[src/rtl/dram_idd_stim_pkg.sv]
// Shared constants for the supply-current stimulus generator.
// Assumes command levels are packed {cs_n, ras_n, cas_n, we_n}, MSB first.
package dram_idd_stim_pkg;
    typedef logic [3:0] cmd_lvl_t;
    localparam cmd_lvl_t BG_LOW_HALF  = 4'b1000;
    localparam cmd_lvl_t BG_HIGH_HALF = 4'b1111;
endpackage

[src/rtl/idd_phase_ctr.sv]
// Free-running phase counter shared by all toggling outputs.
// Assumes the hold length is a power of two (2**HOLD_LOG2 clocks).
// Raises wrap in the cycle where the next enabled edge returns it to zero.
module idd_phase_ctr #(
    parameter int HOLD_LOG2 = 2
) (
    input  logic                 clk,
    input  logic                 rst_n,
    input  logic                 run_en,
    output logic                 wrap,
    output logic                 half_msb
);
    logic [HOLD_LOG2-1:0] phase_q;

    // Count enabled clocks; clear on reset.
    always_ff @(posedge clk) begin
        if (!rst_n)
            phase_q <= '0;
        else if (run_en)
            phase_q <= phase_q + 1'b1;
    end

    assign wrap     = &phase_q;
    assign half_msb = phase_q[HOLD_LOG2-1];

    // the phase does not move while paused
    a_r7_phase_hold: assert property (@(posedge clk) disable iff (!rst_n)
        !run_en |=> $stable(phase_q));
    // reset returns the phase to zero
    a_r8_phase_clear: assert property (@(posedge clk)
        !rst_n |=> phase_q == '0);
endmodule

[src/rtl/idd_level_toggler.sv]
// A bank of output levels that all invert together when flip is requested.
// Assumes all bits start low out of reset and stay equal to each other.
module idd_level_toggler #(
    parameter int W = 8
) (
    input  logic         clk,
    input  logic         rst_n,
    input  logic         run_en,
    input  logic         flip,
    output logic [W-1:0] lvl
);
    logic [W-1:0] lvl_q;

    // Invert every bit on an enabled flip request; clear on reset.
    always_ff @(posedge clk) begin
        if (!rst_n)
            lvl_q <= '0;
        else if (run_en && flip)
            lvl_q <= ~lvl_q;
    end

    assign lvl = lvl_q;

    // a requested flip inverts the whole vector
    a_r1_flip_inverts: assert property (@(posedge clk) disable iff (!rst_n)
        run_en && flip |=> lvl_q == ~$past(lvl_q));
    // without an enabled flip the levels stay put
    a_r7_level_hold: assert property (@(posedge clk) disable iff (!rst_n)
        !(run_en && flip) |=> $stable(lvl_q));
endmodule

[src/rtl/idd_cmd_select.sv]
// Chooses between the background command and an inserted command.
// Assumes the background is split into two equal halves of the phase.
// An insertion is honoured only while the pattern is running.
module idd_cmd_select
    import dram_idd_stim_pkg::*;
(
    input  logic     run_en,
    input  logic     half_msb,
    input  logic     ins_valid,
    input  cmd_lvl_t ins_cmd,
    output cmd_lvl_t cmd
);
    cmd_lvl_t bg_cmd;

    // Pick the background encoding for the current half of the phase.
    always_comb begin
        bg_cmd = half_msb ? BG_HIGH_HALF : BG_LOW_HALF;
    end

    // Splice the inserted command over the background for one cycle.
    always_comb begin
        cmd = (run_en && ins_valid) ? ins_cmd : bg_cmd;
    end
endmodule

[src/rtl/dram_idd_stim.sv]
// Top of the supply-current stimulus generator.
// Assumes one clock domain and a synchronous active-low reset.
// Address and bank share one wrap pulse, so every bit inverts on the same edge.
module dram_idd_stim
    import dram_idd_stim_pkg::*;
#(
    parameter int ADDR_W    = 14,
    parameter int BANK_W    = 3,
    parameter int DQ_W      = 64,
    parameter int DM_W      = 8,
    parameter int HOLD_LOG2 = 2
) (
    input  logic              clk,
    input  logic              rst_n,
    input  logic              run_en,
    input  logic              ins_valid,
    input  logic [3:0]        ins_cmd,
    output logic              cs_n,
    output logic              ras_n,
    output logic              cas_n,
    output logic              we_n,
    output logic [ADDR_W-1:0] addr,
    output logic [BANK_W-1:0] ba,
    output logic [DQ_W-1:0]   dq,
    output logic [DM_W-1:0]   dm
);
    localparam int ADDR_BA_W = ADDR_W + BANK_W;

    logic                 wrap;
    logic                 half_msb;
    logic [ADDR_BA_W-1:0] addr_ba;
    cmd_lvl_t             cmd;

    idd_phase_ctr #(.HOLD_LOG2(HOLD_LOG2)) phase_i (
        .clk      (clk),
        .rst_n    (rst_n),
        .run_en   (run_en),
        .wrap     (wrap),
        .half_msb (half_msb)
    );

    idd_level_toggler #(.W(ADDR_BA_W)) addr_tog_i (
        .clk    (clk),
        .rst_n  (rst_n),
        .run_en (run_en),
        .flip   (wrap),
        .lvl    (addr_ba)
    );

    idd_level_toggler #(.W(DQ_W)) dq_tog_i (
        .clk    (clk),
        .rst_n  (rst_n),
        .run_en (run_en),
        .flip   (1'b1),
        .lvl    (dq)
    );

    idd_cmd_select cmd_i (
        .run_en    (run_en),
        .half_msb  (half_msb),
        .ins_valid (ins_valid),
        .ins_cmd   (ins_cmd),
        .cmd       (cmd)
    );

    // Split the shared toggler into address and bank pins.
    always_comb begin
        addr = addr_ba[ADDR_W-1:0];
        ba   = addr_ba[ADDR_BA_W-1:ADDR_W];
    end

    // Unpack the command levels onto their pins.
    always_comb begin
        {cs_n, ras_n, cas_n, we_n} = cmd;
    end

    assign dm = '0;

    // bank bits always match the address bits
    a_r2_bank_tracks: assert property (@(posedge clk) disable iff (!rst_n)
        ba == {BANK_W{addr[0]}});
    // right after an address flip the phase is back in the low half
    a_r3_after_wrap: assert property (@(posedge clk) disable iff (!rst_n)
        (addr != $past(addr)) && !(run_en && ins_valid)
        |-> {cs_n, ras_n, cas_n, we_n} == BG_LOW_HALF);
    // data inverts on every running edge
    a_r5_dq_toggle: assert property (@(posedge clk) disable iff (!rst_n)
        run_en |=> dq == ~$past(dq));
    // reset clears address and data pins
    a_r8_reset_clears: assert property (@(posedge clk)
        !rst_n |=> (addr == '0) && (dq == '0) && (ba == '0));
endmodule

[config.mk]
export PLATFORM = sky130hd
export DESIGN_NAME = dram_idd_stim
export DESIGN_NICKNAME = d
export VERILOG_FILES = /design/src/rtl/dram_idd_stim_pkg.sv /design/src/rtl/idd_phase_ctr.sv /design/src/rtl/idd_level_toggler.sv /design/src/rtl/idd_cmd_select.sv /design/src/rtl/dram_idd_stim.sv
export SDC_FILE = /design/constraint.sdc
export NUM_CORES = 1
export LEC_CHECK = 0
export ABC_AREA = 1
export BUFFER_PORTS_ARGS = -buffer_cell sky130_fd_sc_hd__buf_2
export CORE_MARGIN = 1
export CORE_UTILIZATION = 35
export DETAILED_ROUTE_END_ITERATION = 16
export SYNTH_ARGS = -nofsm -noshare
export SYNTH_HDL_FRONTEND = slang
export SYNTH_HIERARCHICAL = 1
export SYNTH_SLANG_ARGS = --single-unit
[constraint.sdc]
create_clock -name clk -period 0.99 [get_ports clk]
set_input_delay 0.2475 -clock clk [delete_from_list [all_inputs] [get_ports clk]]
set_output_delay 0.2475 -clock clk [all_outputs]
set_load 0.01 [all_outputs]
==> results.json <==
{
  "drc": 0,
  "status": "complete, but fails checks",
  "period_needed_ns": 1.20,
  "final_nets": 646,
  "multiInputGateArea_sq_mm": 0.00169,
  "cp-start-kind": "flip-flop",
  "skew_ns": 0.00705,
  "path_clk_slew_ns": 0.08,
  "syn_avg_cell_area_sq_um": 7.74,
  "clock-sinks": 83,
  "insertion_delay_ns": 0.35,
  "io_buffer_count": 92,
  "n_antenna_cell": 0,
  "grt_pass1_vias": 3269,
  "slew_violations": 0,
  "hold_path.class": "in -> reg",
  "worst-setup-path-type": "reg -> out",
  "p_total_mw": 8.07,
  "fill_cells": 965,
  "cts_tree": "built",
  "r2r-start": "phase_i/phase_q[1]",
  "min_from": "run_en",
  "vias": 3700,
  "power.share.combinational": 0.210,
  "ant_nets": 0,
  "clockBufferDepth": 2,
  "htreeDepth": 3,
  "crit_slowest_cell": "dfxtp_4",
  "vdd_drop_max_mv": 0.991,
  "synthesis.area_sq_mm": 0.00372,
  "antenna_found_initial": 0,
  "grt_pass1_wl_microns": 15300,
  "period_share": 1.22,
  "numCtsBuffers": 9,
  "p_seq_frac": 0.465,
  "violations": "setup timing",
  "grt_overflow": 0,
  "area_delta_synth_final_pct": 52.8,
  "hold_violations": 0,
  "power_frac_clock": 0.325,
  "hpwl_microns": 4690,
  "rrSetupSlack_ns": -0.19,
  "crit_arrival_ns": 0.96,
  "cellLeakagePower_nw": 2.61,
  "layout_common_cells": "buf_4, nand2_1, nor2_1, buf_6, dfxtp_2",
  "drive_above_1_share": 0.495,
  "path_max_fanout": 3,
  "p_switching_mw": 2.20,
  "finalSetupViolations": 102,
  "rsz0062_at_grt": "yes",
  "die_h_microns": 105,
  "ys_seq_area_frac": 0.446,
  "path_cells": "nand2_4 > nand2_1 > buf_2",
  "sw_frac_of_total": 0.273,
  "finalNonFillerCells": 778,
  "postCtsHoldBufs": 0,
  "maxCapViolations": 0,
  "synth-seq-cells": 83,
  "ctsRootBufferMaster": "clkbuf_8",
  "initial_core_util": 0.361,
  "ios": 101,
  "ys_types": 16,
  "die_area_sq_mm": 0.0111,
  "crit_start": "phase_i/phase_q[1]",
  "yosysWarningCount": 6,
  "fmax_mhz": 830,
  "pre_cts_slack_ns": -0.0893,
  "fin_ws_ns": -0.214,
  "routed_wl_microns": 9650,
  "crit_path_end_kind": "output pin",
  "die_w_microns": 105,
  "drt_iter0_markers": 152,
  "layout_commonest_cell": "buf_4",
  "vias_per_cell": 4.76,
  "row_count": 37,
  "cp_slowest_stage_delay_ns": 0.36,
  "final_util": 0.551,
  "firstDrtPassIters": 5,
  "grt_max_degree": 101,
  "power_density_mw_per_mm2": 1420,
  "synthesis.instances": 481,
  "wl_per_cell_microns": 12.4,
  "track_usage": 0.169,
  "seq_area_sq_mm": 0.00177,
  "dp_cells": 673,
  "hold_ws_ns": 0.285,
  "internal_power_mw": 5.87,
  "required_ns": 0.74,
  "routabilityCongestion": 0.677,
  "core-area_sq_mm": 0.0103
}
## registers in the layout, indices dropped and copies added (netlist names)
name,count
phase_i/phase_q,2
dq_tog_i/lvl,64
addr_tog_i/lvl,17
## synthesized netlist by cell type
library cell | number | area (sq um)
a21oi_1 | 81 | 405
buf_12 | 1 | 20.0
buf_2 | 7 | 35.0
buf_4 | 19 | 143
buf_6 | 25 | 282
buf_8 | 1 | 15.0
conb_1 | 2 | 7.51
dfxtp_1 | 83 | 1660
ha_1 | 1 | 12.5
inv_1 | 1 | 3.75
nand2_1 | 89 | 334
nand2_2 | 1 | 6.26
nand3_1 | 74 | 370
nand3_2 | 10 | 100
nand3b_1 | 1 | 7.51
nor2_1 | 85 | 319
## per-layer routing
| metal | part of all wire | wire length (microns) | up-vias | global-route usage |
|---|---|---|---|---|
| li1 | - | - | 1875 | - |
| met1 | 0.42 | 4100 | 1717 | 0.198 |
| met2 | 0.51 | 4890 | 91 | 0.294 |
| met3 | 0.052 | 501 | 17 | 0.0487 |
| met4 | 0.016 | 159 | 0 | 0.0604 |
| met5 | 0 | 0 | - | 0 |
## through the flow
step / cell area, sq um / TNS (ns)
floorplan: 3780 / 0
global placement: 4040 / -1.44
detailed placement: 4040 / -3.34
CTS: 5460 / -8.98
global route: 5690 / -11.57
finish: 5690 / -7.95
## timing repair
item                                    4_1_cts  5_1_grt
setup buffers                                71       15
cloned                                        1        2
endpoints found under the setup margin       95      102
pin swaps                                     1        1
resized for setup                           174       13
## critical path, delay by kind of cell, from the launching register on
kind / cells / cell delay, ns
flip-flops: 1 / 0.36
buffers and inverters: 1 / 0.13
AND/OR/NAND/NOR: 2 / 0.12
## power groups by stage
stage | Clock [mW] | Combinational, mW | Sequential, mW
after CTS | 2.71 | 1.56 | 3.75
after global routing | 2.84 | 1.85 | 3.78
after floorplan | 0 | 0.733 | 3.87
after global placement | 0 | 0.997 | 3.77
final | 2.62 | 1.69 | 3.75
after detailed placement | 0 | 1.02 | 3.78
## cell type report
class | count | area share
repair buffers | 190 | 0.323
flip-flops and latches | 83 | 0.311
multi-input cells | 352 | 0.297
well taps | 136 | 0.0299
clock buffers | 13 | 0.0297
clock inverters | 3 | 0.00792
inverters | 1 | 0.000660
## path summary, 6_finish.rpt
kind	cells after the start	end
worst max-delay path	3	cas_n
worst min-delay path	4	dq_tog_i/lvl[10]
worst max register to register	6	addr_tog_i/lvl[10]
worst min register to register	2	phase_i/phase_q[0]
## logic make-up after synthesis
logic type,after synthesis,share of synthesized area
AND/OR/NAND/NOR,260,0.306
other,2,0.00202
buffers and inverters,54,0.134
flip-flops,83,0.446
AO/OA/AOI/OAI,81,0.109
adder cells (fa/ha/maj),1,0.00336
Note: power is estimated with default switching activity, not from simulation.
